===== src/rtl/frame_seq_pkg.sv =====
package frame_seq_pkg;

  typedef enum logic {
    MODE_FOUR = 1'b0,
    MODE_FIVE = 1'b1
  } seqMode_t;

  // strobes from control to the step counter
  typedef struct packed {
    logic restart;    // accepted control write: frame begins at 0
    logic wrapShort;  // end of four-step frame
    logic wrapLong;   // end of five-step frame
  } seqCmd_t;

endpackage


===== src/rtl/frame_seq_count.sv =====
module frame_seq_count
  import frame_seq_pkg::*;
#(
  parameter int CNT_W         = 16,
  parameter int RESET_OFFSET  = 10,
  parameter int SHORT_RESTART = 3,
  parameter int LONG_RESTART  = 1,
  parameter int LONG_END      = 37282
) (
  input  logic             clk,
  input  logic             rstN,
  input  seqCmd_t          cmd,
  output logic [CNT_W-1:0] count
);

  localparam logic [CNT_W-1:0] RST_VAL   = CNT_W'(RESET_OFFSET);
  localparam logic [CNT_W-1:0] SHORT_VAL = CNT_W'(SHORT_RESTART);
  localparam logic [CNT_W-1:0] LONG_VAL  = CNT_W'(LONG_RESTART);
  localparam logic [CNT_W-1:0] LONG_MAX  = CNT_W'(LONG_END);

  always_ff @(posedge clk or negedge rstN) begin
    if (!rstN) begin
      count <= RST_VAL;
    end else if (cmd.restart) begin
      count <= '0;
    end else if (cmd.wrapShort) begin
      count <= SHORT_VAL;
    end else if (cmd.wrapLong) begin
      count <= LONG_VAL;
    end else begin
      count <= count + 1'b1;
    end
  end

  // the frame position never runs past the longest frame
  a_r5_count_bound: assert property (@(posedge clk) disable iff (!rstN)
    count <= LONG_MAX);

endmodule


===== src/rtl/frame_seq_ctrl.sv =====
module frame_seq_ctrl
  import frame_seq_pkg::*;
#(
  parameter int CNT_W    = 16,
  parameter int STEP1    = 7459,
  parameter int STEP2    = 14915,
  parameter int STEP3    = 22373,
  parameter int STEP4    = 29829,
  parameter int LONG_END = 37282
) (
  input  logic             clk,
  input  logic             rstN,
  input  logic             ctrlWrite,
  input  logic [7:0]       ctrlData,
  input  logic             statusRead,
  input  logic             evenPhase,
  input  logic [CNT_W-1:0] count,
  output seqCmd_t          cmd,
  output logic             quarterPulse,
  output logic             halfPulse,
  output logic             irqFlag,
  output logic             irqOut
);

  localparam logic [CNT_W-1:0] C_ONE     = CNT_W'(1);
  localparam logic [CNT_W-1:0] C_S1      = CNT_W'(STEP1);
  localparam logic [CNT_W-1:0] C_S2      = CNT_W'(STEP2);
  localparam logic [CNT_W-1:0] C_S3      = CNT_W'(STEP3);
  localparam logic [CNT_W-1:0] C_IRQ_LO  = CNT_W'(STEP4 + 1);
  localparam logic [CNT_W-1:0] C_LAST4   = CNT_W'(STEP4 + 2);
  localparam logic [CNT_W-1:0] C_IRQ_HI  = CNT_W'(STEP4 + 3);
  localparam logic [CNT_W-1:0] C_END5    = CNT_W'(LONG_END);

  seqMode_t mode;
  logic     inhibit;
  logic     pendValid;
  logic [1:0] pendBits;     // {mode, inhibit} of a write held over an odd clock
  logic       acceptNow;
  logic [1:0] acceptBits;
  logic       setReq;
  logic       clearByWrite;
  logic       unusedCtrlBits;

  assign unusedCtrlBits = ^ctrlData[5:0];

  // write acceptance: only on even clocks; an odd write waits one clock
  assign acceptNow  = evenPhase && (ctrlWrite || pendValid);
  assign acceptBits = ctrlWrite ? ctrlData[7:6] : pendBits;
  assign clearByWrite = acceptNow && acceptBits[0];

  always_ff @(posedge clk or negedge rstN) begin
    if (!rstN) begin
      pendValid <= 1'b0;
      pendBits  <= '0;
      mode      <= MODE_FOUR;
      inhibit   <= 1'b0;
    end else begin
      if (ctrlWrite && !evenPhase) begin
        pendValid <= 1'b1;
        pendBits  <= ctrlData[7:6];
      end else if (evenPhase) begin
        pendValid <= 1'b0;
      end
      if (acceptNow) begin
        mode    <= seqMode_t'(acceptBits[1]);
        inhibit <= acceptBits[0];
      end
    end
  end

  // step decode
  always_comb begin
    quarterPulse = 1'b0;
    halfPulse    = 1'b0;
    setReq       = 1'b0;
    if (mode == MODE_FOUR) begin
      quarterPulse = (count == C_S1) || (count == C_S2) ||
                     (count == C_S3) || (count == C_LAST4);
      halfPulse    = (count == C_S2) || (count == C_LAST4);
      setReq       = !inhibit && (count >= C_IRQ_LO) && (count <= C_IRQ_HI);
    end else begin
      quarterPulse = (count == C_ONE) || (count == C_S1) ||
                     (count == C_S2) || (count == C_S3);
      halfPulse    = (count == C_ONE) || (count == C_S2);
    end
  end

  always_comb begin
    cmd.restart   = acceptNow;
    cmd.wrapShort = (mode == MODE_FOUR) && (count == C_IRQ_HI);
    cmd.wrapLong  = (mode == MODE_FIVE) && (count == C_END5);
  end

  // frame interrupt flag: write-clear beats set, set beats read-clear
  always_ff @(posedge clk or negedge rstN) begin
    if (!rstN) begin
      irqFlag <= 1'b0;
    end else if (clearByWrite) begin
      irqFlag <= 1'b0;
    end else if (setReq) begin
      irqFlag <= 1'b1;
    end else if (statusRead) begin
      irqFlag <= 1'b0;
    end
  end

  assign irqOut = irqFlag && !inhibit;

  // pulses are one clock wide
  a_r11_quarter_single: assert property (@(posedge clk) disable iff (!rstN)
    quarterPulse |=> !quarterPulse);

  // every half pulse coincides with a quarter pulse
  a_r3_half_with_quarter: assert property (@(posedge clk) disable iff (!rstN)
    halfPulse |-> quarterPulse);

  // the flag rises only from the four-step mode with inhibit clear
  a_r7_rise_four_only: assert property (@(posedge clk) disable iff (!rstN)
    $rose(irqFlag) |-> ($past(mode) == MODE_FOUR) && !$past(inhibit));

  // without a clearing event the flag holds
  a_r9_flag_holds: assert property (@(posedge clk) disable iff (!rstN)
    (irqFlag && !statusRead && !clearByWrite) |=> irqFlag);

  // a held write is consumed at the very next edge
  a_r8_pending_one_clock: assert property (@(posedge clk) disable iff (!rstN)
    pendValid |=> !pendValid);

endmodule


===== src/rtl/frame_sequencer.sv =====
module frame_sequencer
  import frame_seq_pkg::*;
#(
  parameter int CNT_W        = 16,
  parameter int STEP1        = 7459,
  parameter int STEP2        = 14915,
  parameter int STEP3        = 22373,
  parameter int STEP4        = 29829,
  parameter int LONG_END     = 37282,
  parameter int RESET_OFFSET = 10
) (
  input  logic       clk,
  input  logic       rstN,
  input  logic       ctrlWrite,
  input  logic [7:0] ctrlData,
  input  logic       statusRead,
  input  logic       evenPhase,
  output logic       quarterPulse,
  output logic       halfPulse,
  output logic       irqFlag,
  output logic       irqOut
);

  // four-step frame: period is one past the silent step position
  localparam int SHORT_PERIOD  = STEP4 + 1;
  localparam int SHORT_LAST    = STEP4 + 3;
  localparam int SHORT_RESTART = SHORT_LAST + 1 - SHORT_PERIOD;
  localparam int LONG_RESTART  = 1;

  seqCmd_t          cmd;
  logic [CNT_W-1:0] count;

  frame_seq_ctrl #(
    .CNT_W(CNT_W), .STEP1(STEP1), .STEP2(STEP2), .STEP3(STEP3),
    .STEP4(STEP4), .LONG_END(LONG_END)
  ) u_ctrl (
    .clk(clk), .rstN(rstN), .ctrlWrite(ctrlWrite), .ctrlData(ctrlData),
    .statusRead(statusRead), .evenPhase(evenPhase), .count(count),
    .cmd(cmd), .quarterPulse(quarterPulse), .halfPulse(halfPulse),
    .irqFlag(irqFlag), .irqOut(irqOut)
  );

  frame_seq_count #(
    .CNT_W(CNT_W), .RESET_OFFSET(RESET_OFFSET),
    .SHORT_RESTART(SHORT_RESTART), .LONG_RESTART(LONG_RESTART),
    .LONG_END(LONG_END)
  ) u_count (
    .clk(clk), .rstN(rstN), .cmd(cmd), .count(count)
  );

endmodule


===== config.mk =====
export PLATFORM = sky130hd
export DESIGN_NAME = frame_sequencer
export DESIGN_NICKNAME = d
export VERILOG_FILES = /design/src/rtl/frame_seq_pkg.sv /design/src/rtl/frame_seq_count.sv /design/src/rtl/frame_seq_ctrl.sv /design/src/rtl/frame_sequencer.sv
export SDC_FILE = /design/constraint.sdc
export NUM_CORES = 1
export LEC_CHECK = 0
export CAP_MARGIN = 25
export CORE_MARGIN = 2
export CORE_UTILIZATION = 58
export DETAILED_ROUTE_END_ITERATION = 8
export HOLD_SLACK_MARGIN = 0.06
export PLACE_DENSITY = 0.8
export SLEW_MARGIN = 0
export SYNTH_ARGS = -nofsm -noshare
export SYNTH_HDL_FRONTEND = slang
export SYNTH_SLANG_ARGS = --single-unit

===== constraint.sdc =====
create_clock -name clk -period 3.5 [get_ports clk]
set_clock_uncertainty 0.1 [all_clocks]
set_input_delay 0.525 -clock clk [delete_from_list [all_inputs] [get_ports clk]]
set_output_delay 0.525 -clock clk [all_outputs]
set_load 0.02 [all_outputs]

==> results.sh <==
export IMPL_cts_max_level=1
export IMPL_layout_nets=168
export IMPL_p_total_uw=621.5
export IMPL_fp_dieArea_mm2=0.002709
export IMPL_wire_per_inst_um=16.05
export IMPL_peakVddDrop_mv=0.3348
export IMPL_synth_area_top_cells="dfrtp_1, xor2_1, nor2_1"
export IMPL_drive_above_1_share_pct=12.67
export IMPL_place_area_mm2=0.001430
export IMPL_clkLatencyLatePin_ns=0.32
export IMPL_dp_hpwl_um=1988
export IMPL_overflow=0
export IMPL_synth_edf_count=0
export IMPL_detail_route_iter0_violations=27
export IMPL_slew_limit_headroom_pct=57.06
export IMPL_end_kind="primary output"
export IMPL_layout_common_cells="dfrtp_1, nor2_1, nand2_1, clkdlybuf4s50_1, xor2_1"
export IMPL_grt_pass1_vias=1022
export IMPL_post_synth_top_area_cell="dfrtp_1"
export IMPL_fin_crit_sh_pct=91.38
export IMPL_grt_max_degree=23
export IMPL_clk_pin_slew_ns=0.13
export IMPL_required_ns=2.87
export IMPL_routed_wl_um=2857
export IMPL_antenna_found_initial=0
export IMPL_placementRows=17
export IMPL_ys_ff_latch=22
export IMPL_ys_seq_area_share_pct=41.31
export IMPL_drv_slew=0
export IMPL_critPathMaxFanout=11
export IMPL_cts_sinks=22
export IMPL_pin_count=17
export IMPL_post_cts_resized=0
export IMPL_cts_max_path_buffers=2
export IMPL_start_kind="flop"
export IMPL_syn_inst=142
export IMPL_rsz0062_at_grt="no"
export IMPL_max_freq_ghz=0.3127
export IMPL_netlist_area_mm2=0.001339
export IMPL_syn_num_nets=159
export IMPL_fp_dieH_um=52.05
export IMPL_drt_drc_violations_left=0
export IMPL_critPathKind="reg2out"
export IMPL_cts_buffers=3
export IMPL_core_area_mm2=0.002191
export IMPL_yosys_area_top_type_share_pct=37.38
export IMPL_grt_use_total_pct=24.42
export IMPL_place_gp_congestion=0.9081
export IMPL_avgSynthCellArea_um2=9.428
export IMPL_fin_util_pct=68.93
export IMPL_dr_pass1_iters=4
export IMPL_synthArstFlopShare_pct=100.0
export IMPL_finalHoldViolCount=0
export IMPL_yosys_most_used_dff="dfrtp_1"
export IMPL_critPathMaxStageDelay_ns=0.59
export IMPL_synthToLayoutAreaGrowth_pct=12.80
export IMPL_final_area_mm2=0.001510
export IMPL_yosysWarnings=0
export IMPL_ant_nets=0
export IMPL_cts_setup_buffers=0
export IMPL_period_needed_ns=3.198
export IMPL_cts_root_buf="clkbuf_4"
export IMPL_p_leak_uw=0.0006169
export IMPL_num_antenna_cells=0
export IMPL_initial_core_util_pct=61.11
export IMPL_power_density_mw_per_mm2=411.6
export IMPL_die_x_um=52.05
export IMPL_cpMaxStageDelayCell="clkdlybuf4s50_1"
export IMPL_status="completed"
export IMPL_hp_class="in2async"
export IMPL_fin_setup_tns_ns=0
export IMPL_post_drt_via_cell_ratio=6.331
export IMPL_reg2regPathDepth=6
export IMPL_cts_hold_buffers=0
export IMPL_cts_tree="built"
export IMPL_cap_violations=0
export IMPL_tightest_slew_ns=0.6422
export IMPL_grt_pass1_wl_um=4816
export IMPL_vias=1127
export IMPL_synthDistinctLibCells=43
export IMPL_critical_path_cell_chain="nor4b_1, o2bb2a_1, o22ai_1, a31o_2, clkdlybuf4s50_1"
export IMPL_final_common_cell="dfrtp_1"
export IMPL_port_buffers=10
export IMPL_setup_viol=0
export IMPL_crit_arrival_ns=2.57
==> registers in the layout, indices dropped and copies added, names as in the netlist <==
name and cells:
u_ctrl.irqFlag 1, u_ctrl.pendValid 1, u_ctrl.inhibit 1, u_ctrl.pendBits 2, u_ctrl.mode 1, u_count.count 16
==> metal layers <==
layer  GRT usage, %  part of all wire, %
met1          33.64                   44
met2          38.82                   47
met3          3.448                  6.7
met4          9.211                  2.1
met5              0                    0
==> cells by family after synthesis <==
group	count (synthesis)	share of synthesized area, %
AND/OR/NAND/NOR	71	30.37
flip-flops	22	41.31
AO/OA/AOI/OAI	18	9.253
buffers and inverters	12	4.952
XOR/XNOR	11	7.197
multiplexers	4	3.178
adder cells (fa/ha/maj)	4	3.738
==> layout make-up <==
class,count,area [µm²]
Inverter,4,15.01
Fill cell,177,680.7
Clock inverter,1,30.03
Sequential cell,22,553.0
Multi-Input combinational cell,108,719.4
Tap cell,28,35.03
Clock buffer,3,22.52
Timing Repair Buffer,12,135.1
==> worst max-delay path: cells and delay by family, from the launching register on <==
kind	cells	cell delay, ns
flops	1	0.53
simple gates	1	0.46
compound gates	3	0.67
buf+inv	1	0.59
==> Yosys cell counts (all sizes together) (3+ instances only) <==
| cell | count |
|---|---|
| dfrtp | 20 |
| nor2 | 16 |
| nand2 | 14 |
| buf | 8 |
| nand3 | 8 |
| xor2 | 8 |
| nand4 | 6 |
| a21oi | 4 |
| ha | 4 |
| inv | 4 |
| nor3 | 4 |
| nor4b | 4 |
| o21ai | 4 |
| and4 | 3 |
| or4 | 3 |
| xnor2 | 3 |
==> power by group <==
part | switching, µW | internal [µW] | total, µW
registers | 29.4 | 278 | 308
logic | 59.8 | 57.5 | 117
clock network | 80.6 | 116 | 196
==> stage by stage <==
step | std cells | worst slack, ns | hold slack [ns]
detailed placement | 173 | 0.7003 | 0.3998
floorplan | 142 | 1.039 | 0.1294
CTS | 177 | 0.3343 | 0.4291
global placement | 173 | 0.7289 | 0.3840
finish | 178 | 0.3018 | 0.3134
global route | 178 | 0.1614 | 0.3016
==> path summary, 6_finish.rpt <==
check | to | slack, ns | startpoint
setup / recovery | quarterPulse | 0.30 | u_count.count[6]
setup reg to reg | u_count.count[14] | 1.36 | u_count.count[1]
max in group asynchronous | u_count.count[1] | 2.53 | rstN
hold / removal | u_count.count[4] | 0.31 | rstN
hold reg to reg | u_ctrl.pendBits[0] | 0.43 | u_ctrl.pendBits[0]
min in group clk | u_ctrl.pendBits[0] | 0.43 | u_ctrl.pendBits[0]
(Power assumes the default switching activity.)
